--- src/rtl/pin_edge_pkg.sv ---
package pin_edge_pkg;
   // register byte offsets inside the block
   localparam logic [7:0] RISE_EN_OFS = 8'h10;
   localparam logic [7:0] FALL_EN_OFS = 8'h14;
   localparam logic [7:0] CAPTURE_OFS = 8'h18;

   // default geometry
   localparam int unsigned DEF_PINS    = 28;
   localparam int unsigned DEF_DIRECT  = 11;
   localparam int unsigned DEF_STAGES  = 2;

   typedef enum logic [1:0] {
      SEL_NONE = 2'd0,
      SEL_RISE = 2'd1,
      SEL_FALL = 2'd2,
      SEL_CAPT = 2'd3
   } reg_sel_e;
endpackage

--- src/rtl/pin_sync.sv ---
module pin_sync #(
   parameter int unsigned WIDTH  = 28,
   parameter int unsigned STAGES = 2
) (
   input  logic             clk,
   input  logic             rst_n,
   input  logic [WIDTH-1:0] async_in,
   output logic [WIDTH-1:0] sync_out
);
   logic [WIDTH-1:0] chain_q [STAGES];

   genvar s;
   generate
      for (s = 0; s < STAGES; s++) begin : g_stage
         if (s == 0) begin : g_first
            always_ff @(posedge clk or negedge rst_n) begin
               if (!rst_n) chain_q[s] <= '0;
               else        chain_q[s] <= async_in;
            end
         end else begin : g_next
            always_ff @(posedge clk or negedge rst_n) begin
               if (!rst_n) chain_q[s] <= '0;
               else        chain_q[s] <= chain_q[s-1];
            end
         end
      end
   endgenerate

   assign sync_out = chain_q[STAGES-1];
endmodule

--- src/rtl/edge_finder.sv ---
module edge_finder #(
   parameter int unsigned WIDTH = 28
) (
   input  logic             clk,
   input  logic             rst_n,
   input  logic [WIDTH-1:0] level,
   input  logic [WIDTH-1:0] rise_en,
   input  logic [WIDTH-1:0] fall_en,
   output logic [WIDTH-1:0] hit
);
   logic [WIDTH-1:0] prev_q;
   logic [WIDTH-1:0] went_up;
   logic [WIDTH-1:0] went_down;

   always_ff @(posedge clk or negedge rst_n) begin
      if (!rst_n) prev_q <= '0;
      else        prev_q <= level;
   end

   always_comb begin
      went_up   = level & ~prev_q;
      went_down = ~level & prev_q;
      hit       = (went_up & rise_en) | (went_down & fall_en);
   end
endmodule

--- src/rtl/w1c_status.sv ---
module w1c_status #(
   parameter int unsigned WIDTH = 28
) (
   input  logic             clk,
   input  logic             rst_n,
   input  logic [WIDTH-1:0] set_in,
   input  logic [WIDTH-1:0] clr_in,
   output logic [WIDTH-1:0] flags
);
   logic [WIDTH-1:0] flags_q;

   // a new capture outranks a clear in the same cycle
   always_ff @(posedge clk or negedge rst_n) begin
      if (!rst_n) flags_q <= '0;
      else        flags_q <= (flags_q & ~clr_in) | set_in;
   end

   assign flags = flags_q;
endmodule

--- src/rtl/irq_fanout.sv ---
module irq_fanout #(
   parameter int unsigned WIDTH  = 28,
   parameter int unsigned DIRECT = 11
) (
   input  logic [WIDTH-1:0]  flags,
   output logic [DIRECT-1:0] irq_direct,
   output logic              irq_shared
);
   genvar i;
   generate
      for (i = 0; i < DIRECT; i++) begin : g_direct
         assign irq_direct[i] = flags[i];
      end
      if (WIDTH > DIRECT) begin : g_group
         assign irq_shared = |flags[WIDTH-1:DIRECT];
      end else begin : g_no_group
         assign irq_shared = 1'b0;
      end
   endgenerate
endmodule

--- src/rtl/pin_edge_irq.sv ---
module pin_edge_irq
   import pin_edge_pkg::*;
#(
   parameter int unsigned NUM_PINS    = DEF_PINS,
   parameter int unsigned NUM_DIRECT  = DEF_DIRECT,
   parameter int unsigned SYNC_STAGES = DEF_STAGES,
   parameter int unsigned ADDR_W      = 8,
   parameter int unsigned DATA_W      = 32
) (
   input  logic                  clk,
   input  logic                  rst_n,
   input  logic [NUM_PINS-1:0]   pin_in,
   input  logic [ADDR_W-1:0]     reg_addr,
   input  logic                  reg_wr,
   input  logic [DATA_W-1:0]     reg_wdata,
   output logic [DATA_W-1:0]     reg_rdata,
   output logic [NUM_DIRECT-1:0] irq_direct,
   output logic                  irq_shared
);
   localparam int unsigned RSV_W = DATA_W - NUM_PINS;

   generate
      if (NUM_PINS > DATA_W) begin : g_bad_width
         $error("pin_edge_irq: NUM_PINS exceeds DATA_W");
      end
      if (NUM_DIRECT == 0 || NUM_DIRECT > NUM_PINS) begin : g_bad_direct
         $error("pin_edge_irq: NUM_DIRECT out of range");
      end
      if (SYNC_STAGES < 2) begin : g_bad_sync
         $error("pin_edge_irq: SYNC_STAGES below 2");
      end
      if (ADDR_W < 8) begin : g_bad_addr
         $error("pin_edge_irq: ADDR_W below 8");
      end
   endgenerate

   reg_sel_e              sel;
   logic [NUM_PINS-1:0]   rise_en_q;
   logic [NUM_PINS-1:0]   fall_en_q;
   logic [NUM_PINS-1:0]   pin_sync_lvl;
   logic [NUM_PINS-1:0]   edge_hit;
   logic [NUM_PINS-1:0]   clr_mask;
   logic [NUM_PINS-1:0]   sts_q;
   logic [NUM_PINS-1:0]   rd_field;

   always_comb begin
      sel = SEL_NONE;
      if (reg_addr == ADDR_W'(RISE_EN_OFS))      sel = SEL_RISE;
      else if (reg_addr == ADDR_W'(FALL_EN_OFS)) sel = SEL_FALL;
      else if (reg_addr == ADDR_W'(CAPTURE_OFS)) sel = SEL_CAPT;
   end

   always_ff @(posedge clk or negedge rst_n) begin
      if (!rst_n) begin
         rise_en_q <= '0;
         fall_en_q <= '0;
      end else if (reg_wr) begin
         if (sel == SEL_RISE) rise_en_q <= reg_wdata[NUM_PINS-1:0];
         if (sel == SEL_FALL) fall_en_q <= reg_wdata[NUM_PINS-1:0];
      end
   end

   assign clr_mask = (reg_wr && sel == SEL_CAPT) ? reg_wdata[NUM_PINS-1:0] : '0;

   pin_sync #(.WIDTH(NUM_PINS), .STAGES(SYNC_STAGES)) u_sync (
      .clk      (clk),
      .rst_n    (rst_n),
      .async_in (pin_in),
      .sync_out (pin_sync_lvl)
   );

   edge_finder #(.WIDTH(NUM_PINS)) u_edge (
      .clk     (clk),
      .rst_n   (rst_n),
      .level   (pin_sync_lvl),
      .rise_en (rise_en_q),
      .fall_en (fall_en_q),
      .hit     (edge_hit)
   );

   w1c_status #(.WIDTH(NUM_PINS)) u_status (
      .clk    (clk),
      .rst_n  (rst_n),
      .set_in (edge_hit),
      .clr_in (clr_mask),
      .flags  (sts_q)
   );

   irq_fanout #(.WIDTH(NUM_PINS), .DIRECT(NUM_DIRECT)) u_irq (
      .flags      (sts_q),
      .irq_direct (irq_direct),
      .irq_shared (irq_shared)
   );

   always_comb begin
      unique case (sel)
         SEL_RISE: rd_field = rise_en_q;
         SEL_FALL: rd_field = fall_en_q;
         SEL_CAPT: rd_field = sts_q;
         default:  rd_field = '0;
      endcase
   end

   generate
      if (RSV_W > 0) begin : g_pad
         assign reg_rdata = {{RSV_W{1'b0}}, rd_field};
      end else begin : g_nopad
         assign reg_rdata = rd_field;
      end
   endgenerate
endmodule

--- config.mk ---
export PLATFORM = sky130hd
export DESIGN_NAME = pin_edge_irq
export DESIGN_NICKNAME = d
export VERILOG_FILES = /design/src/rtl/pin_edge_pkg.sv /design/src/rtl/pin_sync.sv /design/src/rtl/edge_finder.sv /design/src/rtl/w1c_status.sv /design/src/rtl/irq_fanout.sv /design/src/rtl/pin_edge_irq.sv
export SDC_FILE = /design/constraint.sdc
export NUM_CORES = 1
export LEC_CHECK = 0
export BUFFER_PORTS_ARGS = -buffer_cell sky130_fd_sc_hd__buf_2
export CAP_MARGIN = 20
export CORE_MARGIN = 5
export CORE_UTILIZATION = 51
export DETAILED_ROUTE_END_ITERATION = 10
export PLACE_DENSITY = 0.78
export SLEW_MARGIN = 40
export SYNTH_ARGS = -nofsm -noshare
export SYNTH_HDL_FRONTEND = slang
export SYNTH_SLANG_ARGS = --single-unit
--- constraint.sdc ---
create_clock -name clk -period 1.5 [get_ports clk]
set_input_delay 0.075 -clock clk [delete_from_list [all_inputs] [get_ports clk]]
set_output_delay 0.075 -clock clk [all_outputs]
set_load 0.005 [all_outputs]
Word level (Yosys, flattened, before mapping)
Index checks and enable logic that the tools add are counted.

word-level totals
  output and inout bits = 44
  register bits after elaboration = 168
  word-level logic and storage cells = 31
  input bits = 71

operators by class
  reductions and logical operators = 4
  equality and inequality tests = 6
  bitwise logic cells = 10
  mux-type cells = 5

operator list
  cell                  count
  $and A28 B28 Y28      5
  $not A28 Y28          3
  $pmux W28 S3          1
  $or A28 B28 Y28       2
  $mux W28              1
  $eq A8 B5 Y1 const B  3
  $reduce_or A17 Y1     1
  $mux W2               3
  $eq A2 B2 Y1 const B  2
  $reduce_and A2 Y1     2
  $eq A2 B1 Y1 const B  1
  $logic_and A1 B1 Y1   1

Depth between registers and ports, before layout
  depth in word-level cells = 10
  gate-level depth with buffers = 5
  depth with buffers taken out = 3

Modules after synthesis
Synthesis repeated with hierarchy kept, for this count alone.

second synthesis, totals
  cells, all modules = 581
  area, all modules = 7,158.1 sq um

modules (own cells, without submodules)
  module        area an instance (sq um)  times used  cells an instance  seq. area each (sq um)
  pin_edge_irq  3,150.5                   1           284                1,401.3
  pin_sync      1,611.5                   1           84                 1,401.3
  edge_finder   1,261.2                   1           112                700.7
  w1c_status    1,016.0                   1           84                 700.7
  irq_fanout    118.9                     1           17                 0.0

Worst setup path before layout
No wires, ideal clock.

  path type = input to register
  start point = input port reg_addr[1]
  end point = register rise_en_q[10]
  stages on the path = 5
  arrival = 1.676 ns
  setup slack = -0.301 ns
  setup time = 0.125 ns
  required time = 1.375 ns
  path through = or4_4 or4b_1 buf_6 buf_8 mux2_4

between the ends
  cells in the longest elaborated chain, start to end = 6
  elaborated cells between the ends (all ways) = 8

RTL lines
  item                           line                text
  start: declaration             pin_edge_irq.sv:13  input logic [ADDR_W-1:0] reg_addr,
  $eq A8 B5 Y1                   pin_edge_irq.sv:50  else if (reg_addr == ADDR_W'(CAPTURE_OFS)) sel = SEL_CAPT;
  $mux W2                        pin_edge_irq.sv:50
  $mux W2                        pin_edge_irq.sv:49  else if (reg_addr == ADDR_W'(FALL_EN_OFS)) sel = SEL_FALL;
  $mux W2 *                      pin_edge_irq.sv:48  if (reg_addr == ADDR_W'(RISE_EN_OFS)) sel = SEL_RISE;
  $eq A2 B1 Y1 *                 pin_edge_irq.sv:58  if (sel == SEL_RISE) rise_en_q <= reg_wdata[NUM_PINS-1:0];
  $reduce_and A2 Y1 (no line) *  --
  end signal: assignment         pin_edge_irq.sv:58
  end: declaration               pin_edge_irq.sv:38  logic [NUM_PINS-1:0] rise_en_q;

Every way passes the cells marked *; elsewhere a longest branch is shown, timed or not.
A chain may end at the register's enable or synchronous reset.

Final worst setup path
  start point = register u_status.flags_q[27] (netlist: u_status.flags[27])
  end point = output port irq_shared

between the ends
  cells in the longest elaborated chain, start to end = 1

RTL lines
  item                      line                text
  start: declaration        w1c_status.sv:10    logic [WIDTH-1:0] flags_q;
  start signal: assignment  w1c_status.sv:15    else flags_q <= (flags_q & ~clr_in) | set_in;
  $reduce_or A17 Y1         irq_fanout.sv:15    assign irq_shared = |flags[WIDTH-1:DIRECT];
  end: declaration          pin_edge_irq.sv:18  output logic irq_shared

Every way passes these cells.

==> results.ini <==
[outcome]
run_status = complete, but fails checks
violations = setup timing

[timing]
finalWorstSetupSlack_ns = -0.537
max_freq_mhz = 491
max_slew.worst_pin.slew_ns = 0.498
rsz_0062_raised_after_global_routing = yes
report.final.setup_viol = 86
final.period_utilization_pct = 136
maxSlewViolCount = 0
hold_viol = 0
maxSlewHeadroom_pct = 66.4
finalCriticalPeriod_ns = 2.04
final.setup_skew_ns = 0.00923
whs_ns = 0.113

[power]
power.combinational.fraction_pct = 9.8
clk_pwr_share_pct = 43.8
seq_power_share_pct = 46.4
vdd.ir_drop.worst_mv = 0.983
power.switching_fraction_pct = 23.5
p_int_mw = 8.15
total_leakage_power_nw = 4.54
pwr_density_cell_mw_per_mm2 = 1090
switching_power_mw = 2.51

[drt]
drt_first_iter_violations = 437
wire_per_inst_microns = 23.2
drcViolationCount = 0
postRouteWirelength_mm = 20.5
via_per_inst = 5.97
dr_total_vias = 5284
detail_route.first_pass.iterations = 5
final_antenna_net_count = 0

[yosys]
synthFlopType = sky130_fd_sc_hd__dfrtp_1
synth_seq_area_share_pct = 61.1
synthesis.area_per_instance_sq_um = 13.5
yosysWarningCount = 0
netlist-cell-type-count = 26
synth-edff-count = 0
ys_ff_latch = 168
syn_inst = 509
netlist_area_pre_place_sq_mm = 0.00688
async_flop_share_pct = 100

[grt]
grt_use_total_pct = 24.7
grt_ovf = 0
grt_start_max_net_pins = 41
grt_pass1_vias = 5784
grt_pass1_wl_mm = 30.7
antenna_violations_before_repair = 0

[finish]
final_net_count = 767
final-seq-area_sq_mm = 0.00420
final_design_area_no_fill_sq_mm = 0.00974
num_antenna_cells = 0
fillCellCount = 794
multi_input_area_sq_mm = 0.00292
areaGrowthSynthToFinish_pct = 41.5
layout-drive-gt1-share_pct = 43.9

[clock_tree]
cts_max_level = 4
clock_tree_from_tritoncts = yes
clk_pin_slew_ns = 0.07
clkSinkCount = 168
ctsLongestPathBuffers = 2
cts-buffers-inserted = 17
worstSkewPairLatency_ns = 0.43
clk_root_buffer_cell = sky130_fd_sc_hd__clkbuf_16

[worst_setup_path]
cp.arrival_ns = 1.96
timing.critical_path.from_type = register
endpoint_kind = output pin
cp.required_ns = 1.42
worst-setup-path-type = register to output pin
critPathMaxFanout = 2

[floorplanning]
std_cell_rows = 42
dieWidth_microns = 126
coreArea_sq_mm = 0.0132
die_h_microns = 126
design.die.area_sq_mm = 0.0159
io_pins = 115
starting_utilization_of_the_core_area_pct = 52.0

[run]
cap_viol_max_count = 0

[placement]
placed_cell_area_sq_mm = 0.00777
place.port_buffers = 106
post-place-ws_ns = -0.580
routabilityCongestion = 0.799
hpwlAfterDp_mm = 11.1

[min_path]
worstHoldPathType = input port to async pin

worst paths after layout:
path | depth (start not counted) | end | start | slack [ns]
max reg2reg | 3 | u_status.flags[27] | u_status.flags[27] | 0.51
min | 2 | fall_en_q[13] | rst_n | 0.11
max in group asynchronous | 3 | u_edge.prev_q[5] | rst_n | 0.77
max | 4 | irq_shared | u_status.flags[27] | -0.54
min in group clk | 2 | u_sync.chain_q[45] | pin_in[17] | 0.28
min reg2reg | 0 | u_sync.sync_out[1] | u_sync.chain_q[29] | 0.35
worst max-delay path: stages (launching register included):
cell,delay (ns)
sky130_fd_sc_hd__dfrtp_1,0.41
sky130_fd_sc_hd__nor4_4,0.31
sky130_fd_sc_hd__nand4_1,0.20
sky130_fd_sc_hd__or4_1,0.45
sky130_fd_sc_hd__buf_2,0.16
layout by cell type (no fill, tap or decap), drive strengths merged:
cell type    instances
clkinv               8
or4                  2
nor4                 3
nor2b                1
nand3b              28
a2bb2oi             28
mux2                56
or2                  1
or4b                 2
clkbuf              21
o211ai              28
dlygate4sd3         57
nor2                30
conb                 4
mux2i               28
o41ai               28
bufinv               4
nand4                1
dfrtp              168
buf                151
nand2b               2
inv                  2
nand2               56
synthesized netlist by cell type (all sizes together) (2+ instances only):
master   number  area share [%]
nor4          3            0.27
buf          27             3.2
mux2i        28             4.1
mux2         56              11
clkbuf       18            0.98
nand2b        2            0.18
dfrtp       168              61
a2bb2oi      28             3.6
or4           2            0.27
nand2        56             3.1
nor2         30             1.6
nand3b       28             3.1
o41ai        28             3.6
or4b          2            0.29
o211ai       28             3.1
routing by layer:
metal	wire [microns]	track usage [%]
met5	0	0
met4	617	10.6
met3	1410	6.31
met2	10700	42.6
met1	7800	29.5
final cells by class:
cell class	count	share of cell area, %
well taps	176	2.26
multi-input cells	298	30.0
clock buffers	19	4.65
repair buffers	210	18.1
inverters	1	0.0385
clock inverters	13	1.80
flip-flops and latches	168	43.2
cells by family (layout without fill, tap and decap cells):
| family | Yosys count | count (layout) | synth area share (%) |
|---|---|---|---|
| AOI/OAI and AO/OA | 84 | 84 | 10.2 |
| buffers and inverters | 46 | 243 | 4.22 |
| muxes | 84 | 84 | 15.4 |
| other | 1 | 4 | 0.0545 |
| DFF | 168 | 168 | 61.1 |
| and+or+nand+nor | 126 | 126 | 9.04 |
power by group through the flow:
stage / registers [mW] / logic, mW / clock network (mW)
global placement: 4.97 / 0.740 / 0
finish: 4.95 / 1.04 / 4.67
detailed placement: 4.99 / 0.770 / 0
floorplan: 4.94 / 0.427 / 0
global route: 4.97 / 1.12 / 4.92
CTS: 4.92 / 0.960 / 4.67
through the flow:
step	instances	util (%)	setup TNS, ns	power [mW]
final	885	73.5	-9.61	10.7
after global placement	782	58.7	-46.91	5.71
after CTS	879	70.8	-7.80	10.6
after floorplan	512	-	-14.28	5.37
after detailed placement	782	58.7	-50.09	5.76
after global routing	885	73.5	-10.17	11.0
flip-flops by register name, summed over array words and instances, names as in the netlist:
register,count
u_edge.prev_q,28
u_sync.sync_out,28
rise_en_q,28
fall_en_q,28
u_sync.chain_q,28
u_status.flags,28
repair_timing:
item | CTS | global route
endpoints found under the hold margin | 262 | 0
endpoints found under the setup margin | 85 | 95
pin swaps | 32 | 18
gates resized for setup | 71 | 51
setup buffers | 6 | 6
hold buffers | 57 | 0
cloned | 3 | 3
No activity file was read; power rests on OpenSTA's default activity.
